**config.mk**
```make
export PLATFORM = sky130hd
export DESIGN_NAME = wpi_event_ctrl
export DESIGN_NICKNAME = d
export VERILOG_FILES = /design/src/rtl/wpi_pkg.sv /design/src/rtl/wpi_sync.sv /design/src/rtl/wpi_edge_det.sv /design/src/rtl/wpi_status.sv /design/src/rtl/wpi_event_ctrl.sv
export SDC_FILE = /design/constraint.sdc
export NUM_CORES = 1
export LEC_CHECK = 0
export CORE_ASPECT_RATIO = 1.2
export CORE_MARGIN = 2
export CORE_UTILIZATION = 39
export DETAILED_ROUTE_END_ITERATION = 10
export GPL_ROUTABILITY_DRIVEN = 0
export PLACE_DENSITY = 0.79
export SYNTH_ARGS = -nofsm -noshare
export SYNTH_HDL_FRONTEND = slang
export SYNTH_SLANG_ARGS = --single-unit
```
**constraint.sdc**
```tcl
create_clock -name clk_i -period 1.2 [get_ports clk_i]
set_input_delay 0.24 -clock clk_i [delete_from_list [all_inputs] [get_ports clk_i]]
set_output_delay 0.24 -clock clk_i [all_outputs]
set_load 0.02 [all_outputs]
```
**src/rtl/wpi_pkg.sv**
```systemverilog
package wpi_pkg;
  typedef enum logic [1:0] {
    REG_STATUS   = 2'd0,
    REG_MASK     = 2'd1,
    REG_EDGE_SEL = 2'd2,
    REG_LEVEL    = 2'd3
  } wpi_reg_e;

  localparam int unsigned ENGINE_SRCS = 2;
endpackage

```
**src/rtl/wpi_sync.sv**
```systemverilog
module wpi_sync #(
  parameter int unsigned W = 4
) (
  input  logic         clk_i,
  input  logic         rst_ni,
  input  logic [W-1:0] d_i,
  output logic [W-1:0] q_o
);
  logic [W-1:0] s1_q, s2_q;

  always_ff @(posedge clk_i or negedge rst_ni) begin
    if (!rst_ni) begin
      s1_q <= '0;
      s2_q <= '0;
    end else begin
      s1_q <= d_i;
      s2_q <= s1_q;
    end
  end

  assign q_o = s2_q;
endmodule

```
**src/rtl/wpi_edge_det.sv**
```systemverilog
module wpi_edge_det #(
  parameter int unsigned W = 4
) (
  input  logic         clk_i,
  input  logic         rst_ni,
  input  logic [W-1:0] lvl_i,
  input  logic [W-1:0] rise_sel_i,
  output logic [W-1:0] evt_o
);
  logic [W-1:0] prev_q;

  always_ff @(posedge clk_i or negedge rst_ni) begin
    if (!rst_ni) prev_q <= '0;
    else         prev_q <= lvl_i;
  end

  for (genvar k = 0; k < W; k++) begin : g_pin
    logic rise, fall;
    assign rise     = lvl_i[k] & ~prev_q[k];
    assign fall     = ~lvl_i[k] & prev_q[k];
    assign evt_o[k] = rise_sel_i[k] ? rise : fall;
  end
endmodule

```
**src/rtl/wpi_status.sv**
```systemverilog
module wpi_status #(
  parameter int unsigned W = 6
) (
  input  logic         clk_i,
  input  logic         rst_ni,
  input  logic [W-1:0] set_i,
  input  logic [W-1:0] clr_i,
  output logic [W-1:0] status_o
);
  logic [W-1:0] status_q;

  // set has priority over clear
  always_ff @(posedge clk_i or negedge rst_ni) begin
    if (!rst_ni) status_q <= '0;
    else         status_q <= (status_q & ~clr_i) | set_i;
  end

  assign status_o = status_q;
endmodule

```
**src/rtl/wpi_event_ctrl.sv**
```systemverilog
module wpi_event_ctrl
  import wpi_pkg::*;
#(
  parameter int unsigned N_WAIT = 4,
  parameter int unsigned DW     = 32
) (
  input  logic              clk_i,
  input  logic              rst_ni,
  input  logic              reg_we_i,
  input  logic [1:0]        reg_addr_i,
  input  logic [DW-1:0]     reg_wdata_i,
  output logic [DW-1:0]     reg_rdata_o,
  input  logic              fifo_evt_i,
  input  logic              tc_evt_i,
  input  logic [N_WAIT-1:0] wait_i,
  output logic              irq_o
);
  localparam int unsigned NSRC = ENGINE_SRCS + N_WAIT;

  wpi_reg_e          addr;
  logic [N_WAIT-1:0] pin_lvl, pin_evt, sel_q;
  logic [NSRC-1:0]   mask_q, status_q, set_vec, clr_vec;
  logic              wr_status, wr_mask, wr_sel;

  assign addr      = wpi_reg_e'(reg_addr_i);
  assign wr_status = reg_we_i && (addr == REG_STATUS);
  assign wr_mask   = reg_we_i && (addr == REG_MASK);
  assign wr_sel    = reg_we_i && (addr == REG_EDGE_SEL);

  wpi_sync #(.W(N_WAIT)) u_sync (
    .clk_i (clk_i),
    .rst_ni(rst_ni),
    .d_i   (wait_i),
    .q_o   (pin_lvl)
  );

  wpi_edge_det #(.W(N_WAIT)) u_edge (
    .clk_i     (clk_i),
    .rst_ni    (rst_ni),
    .lvl_i     (pin_lvl),
    .rise_sel_i(sel_q),
    .evt_o     (pin_evt)
  );

  assign set_vec = {pin_evt, tc_evt_i, fifo_evt_i};
  assign clr_vec = wr_status ? reg_wdata_i[NSRC-1:0] : '0;

  wpi_status #(.W(NSRC)) u_status (
    .clk_i   (clk_i),
    .rst_ni  (rst_ni),
    .set_i   (set_vec),
    .clr_i   (clr_vec),
    .status_o(status_q)
  );

  always_ff @(posedge clk_i or negedge rst_ni) begin
    if (!rst_ni) begin
      mask_q <= '0;
      sel_q  <= '1;
    end else begin
      if (wr_mask) mask_q <= reg_wdata_i[NSRC-1:0];
      if (wr_sel)  sel_q  <= reg_wdata_i[N_WAIT-1:0];
    end
  end

  if (DW > NSRC) begin : g_spare
    logic unused_wdata;
    assign unused_wdata = ^reg_wdata_i[DW-1:NSRC];
  end

  always_comb begin
    reg_rdata_o = '0;
    unique case (addr)
      REG_STATUS:   reg_rdata_o[NSRC-1:0]   = status_q;
      REG_MASK:     reg_rdata_o[NSRC-1:0]   = mask_q;
      REG_EDGE_SEL: reg_rdata_o[N_WAIT-1:0] = sel_q;
      REG_LEVEL:    reg_rdata_o[N_WAIT-1:0] = pin_lvl;
      default:      reg_rdata_o             = '0;
    endcase
  end

  assign irq_o = |(status_q & mask_q);
endmodule

```
* Word-level counts from Yosys, hierarchy flattened *
Index checks and enable logic that the tools add are counted.

storage, ports and cells
  logic and storage cells = 41
  bits in registers = 28
  output and inout bits = 33
  bits of input ports = 43

cells by class
  bitwise gates (word level) = 20
  equality and inequality tests = 3
  reduce and logical (&&, ||, !) cells = 5
  multiplexer cells = 7

operator list
  cell                                            count
  one-hot mux 4 bit (4 select lines)              1
  AND 6 bit                                       2
  AND 1 bit                                       8
  inverter 1 bit                                  8
  two-way mux 6 bit                               1
  inverter 6 bit                                  1
  bitwise OR 6 bit                                1
  OR reduction 6 bit                              1
  == test 2 bit (second input constant)           2
  two-way mux 1 bit                               4
  one-hot mux 2 bit (2 select lines)              1
  logical AND 1 bit                               3
  == test 2 x 1 -> 1 bit (second input constant)  1
  logical NOT 2 bit                               1

* Depth between registers and ports, before layout *
  depth in word-level cells = 6
  depth in mapped cells = 3
  mapped depth without buffers = 2

* Cells and area by module *
From an unflattened synthesis, not the netlist that was laid out.

second synthesis, totals
  cell total of the unflattened synthesis = 112
  area total of the unflattened synthesis = 1428.9 um2

modules (own cells, without submodules)
  module          seq. area each (um2)  cells each  area each (um2)  instances
  wpi_event_ctrl  255.2                 70          824.5            1
  wpi_status      150.1                 18          217.7            1
  wpi_sync        200.2                 8           200.2            1
  wpi_edge_det    100.1                 16          186.4            1

* Least setup slack after synthesis *
Ideal clock, no wire load.

  kind = input to output
  start point = in reg_addr_i[0]
  end point = out reg_rdata_o[0]
  cell stages on the path = 2
  path buffers = 1
  path slack = 12 ps
  required time = 960 ps
  arrival time = 948 ps
  path through = buf_6 mux4_2

between the ends
  word-level cells in the longest chain between the ends = 2
  elaborated cells on any way between the ends = 5
  classes of those cells = eq/ne (3); mux (1); reduce/logical (1)

ends and longest elaborated chain
  element                                line                  source
  from (decl)                            wpi_event_ctrl.sv:10  input logic [1:0] reg_addr_i,
  == test 2 bit (tied with other cells)  wpi_event_ctrl.sv:73  unique case (addr)
  one-hot mux 4 bit (4 select lines) *   wpi_event_ctrl.sv:73
  to (decl)                              wpi_event_ctrl.sv:12  output logic [DW-1:0] reg_rdata_o,

Every way passes the cells marked *; elsewhere a longest branch is shown, timed or not.

* Worst setup path in the final report *
  start point = reg mask_q[1]
  end point = out reg_rdata_o[1]

between the ends
  word-level cells in the longest chain between the ends = 1

ends and longest elaborated chain
  element                             line                  source
  from (decl)                         wpi_event_ctrl.sv:22  logic [NSRC-1:0] mask_q, status_q, set_vec, clr_vec;
  from (signal assigned)              wpi_event_ctrl.sv:61  if (wr_mask) mask_q <= reg_wdata_i[NSRC-1:0];
  one-hot mux 4 bit (4 select lines)  wpi_event_ctrl.sv:73

Every way passes these cells.

==> key figures <==
Outcome
  • Run status: complete, but fails checks
  • Failing checks: setup timing

Global route
  • Gr ovfl total: 0
  • Met1 usage: 0.1835
  • Number of global-route vias before repair: 1,049
  • Grt met2 use: 0.2772
  • Global routing met3 resource utilization: 0.02778
  • First-pass GRT wire length: 4871 µm
  • GRT busiest layer: met2
  • Antenna violations before repair: 0
  • Largest net degree at the start of global routing: 29
  • Total track usage: 0.1541

Place
  • Pre-CTS setup slack: -1039 ps
  • Detail Placement HPWL: 2069 µm
  • Placed Instances: 184
  • Port buffer count: 23

Critical path
  • Max incr delay on CP: 480 ps
  • CP endpoint kind: output port
  • Reg2reg path depth: 4
  • Crit-path max FO: 3
  • Crit start category: flop
  • Worst setup path category: flop to output port
  • Worst EP required: 960 ps
  • Critical path depth in cells: 2
  • CP top delay family: multiplexers
  • Bufs and invs on worst path: 1
  • Worst EP arrival: 1330 ps
  • CP Cell Sequence: mux4_2 > buf_6
  • Crit-path slowest cell: mux4_2

Timing
  • Period utilisation layout: 1.310
  • Final worst slack: -372.5 ps
  • Hold Worst Slack: 317.8 ps
  • Final min period: 1572 ps
  • Endpoints failing setup: 7
  • RSZ-0062 raised after global routing: true
  • Fmax: 636.0 MHz
  • Final Max Tran Viols: 0
  • Hold Vio Cnt, Final: 0
  • Worst Skew: 1.166 ps

CTS
  • Skew-Pair Late Insertion Delay: 270 ps
  • Clk slew on worst S/H paths: 90 ps
  • CTS Buffer Depth: 2
  • # clock sinks: 28
  • Clock root cell: clkbuf_8
  • CTS buffer count: 3
  • Htree depth: 1
  • CTS tree: yes

Logic synthesis
  • Seq/Total Area, Yosys: 0.4947
  • Mean Syn Cell Area: 13.72 µm²
  • Most frequent cell after synthesis: buf_4
  • Top cell type's share of synthesized area: 0.4211
  • Cell area after synthesis: 0.001426 mm²
  • Synth area leaders: dfrtp_1 42%, buf_4 14%, dfstp_2 7.4%
  • Number of synthesized flops with an enable pin: 0
  • Register bit count reported by yosys: 28
  • Post-Syn Instances: 104
  • Post-synth cell types: 21
  • Yosys warnings: 0
  • Ys async rst share: 1.000
  • Leading area contributor after synthesis: dfrtp_1
  • Synth Flop Type: dfrtp_1
  • Synth cell count leaders: 26 x buf_4, 24 x dfrtp_1, 6 x mux2_4, 5 x nor2_1

Routing
  • First-pass iteration count of the detailed router: 4
  • Drt first-iter violations: 20
  • DRC viols: 0
  • ANT nets after route: 0
  • Via/cell ratio: 4.811
  • Vias: 943
  • Routed WL: 2982 µm
  • Routed length per instance: 15.21 µm

Power and ir drop
  • Internal power: 1.779 mW
  • Comb pwr share: 0.301
  • Net Sw Frac: 0.2789
  • Pwr Density: 1300 mW/mm²
  • Final Power: 2.467 mW
  • Leakage: 0.8879 nW
  • Clock power frac: 0.234
  • Peak supply drop: 0.9834 mV
  • Sequential share of power: 0.464
  • Sw power: 688.0 µW

Finish
  • Area grow syn2layout: 33.07%
  • Multi-input gate area: 613.1 µm²
  • FF/Latch Area: 705.7 µm²
  • Final std cells w/o fill: 196
  • Share of cells above drive strength 1: 0.3949
  • N_diodes: 0
  • FILL cells: 286
  • Final core utilization: 0.5312
  • Fin nets: 201

Floorplan
  • DIE AREA: 0.004159 mm²
  • Initial Util: 0.3992
  • Die width: 59.21 µm
  • Row count: 24
  • Io pins: 76
  • Die Height: 70.25 µm
  • Core area: 0.003573 mm²

Flow run
  • Number of max-cap violations: 0

Min path
  • Hold WC Path Type: primary input to asynchronous set/reset pin
per-layer routing:
metal,up-vias,part of all wire
li1,430,-
met1,474,0.38
met2,37,0.57
met3,2,0.040
met4,0,0.0047
met5,-,0
cells in the final DEF (no fill, tap or decap), drive strengths merged, types with 5 or more instances in the layout:
master and instances:
buf 37, clkdlybuf4s50 13, dfrtp 24, clkbuf 5, conb 26, nor2 5
mux2 10
power groups by stage:
stage | Sequential (mW) | Clock (mW) | Combinational (mW)
2_1_floorplan | 1.15 | 0 | 0.412
3_3_place_gp | 1.15 | 0 | 0.655
3_5_place_dp | 1.16 | 0 | 0.668
4_1_cts | 1.14 | 0.586 | 0.700
5_1_grt | 1.15 | 0.624 | 0.798
6_report | 1.15 | 0.578 | 0.743
area by class of cell:
| class | count | share of cell area |
|---|---|---|
| tap | 39 | 0.02571 |
| sequential | 28 | 0.3718 |
| clock buffer | 4 | 0.02900 |
| inverter | 2 | 0.003955 |
| timing repair buffer | 52 | 0.2465 |
| multi-input combinational | 71 | 0.3230 |
registers in the layout, summed over array words and instances (netlist names):
register / flops
u_edge.prev_q: 4
sel_q: 4
mask_q: 6
u_sync.q_o: 4
u_status.status_o: 6
u_sync.s1_q: 4
worst reg2reg max path, delay by kind of cell (launching register included):
family	cells	cell delay, ps
AOI/OAI and AO/OA	1	300
buffers and inverters	2	270
DFF	1	400
and+or+nand+nor	1	120
final timing paths:
check | start | endpoint | slack, ps
min in group clk_i | u_sync.s1_q[0] | u_sync.q_o[0] | 360
worst min register to register | u_sync.s1_q[0] | u_sync.q_o[0] | 360
max in group asynchronous | rst_ni | sel_q[2] | 650
worst max register to register | u_sync.q_o[1] | u_status.status_o[3] | 0
worst min-delay path | rst_ni | u_status.status_o[3] | 320
worst max-delay path | mask_q[1] | reg_rdata_o[1] | -370
cells by family (layout without fill, tap and decap cells):
kind of cell,after synthesis,count (layout),synth area share
buf+inv,30,58,0.1579
flops,28,28,0.4947
simple gates,20,20,0.1202
mux,16,16,0.1719
compound gates,9,9,0.05263
other cells,1,26,0.002629
timing repair:
item	CTS	global route
pin swaps	0	1
setup endpoints to repair	23	9
buffers inserted	5	3
hold buffers	0	0
gates cloned	0	0
resized for setup	49	4
metrics by stage:
stage / setup TNS [ps] / instance area, µm²
after detailed placement: -14900 / 1764
after floorplan: 0 / 1520
after global placement: -14700 / 1764
after global routing: -2161 / 1898
after CTS: -1892 / 1869
final: -1881 / 1898
(Power assumes the default switching activity.)
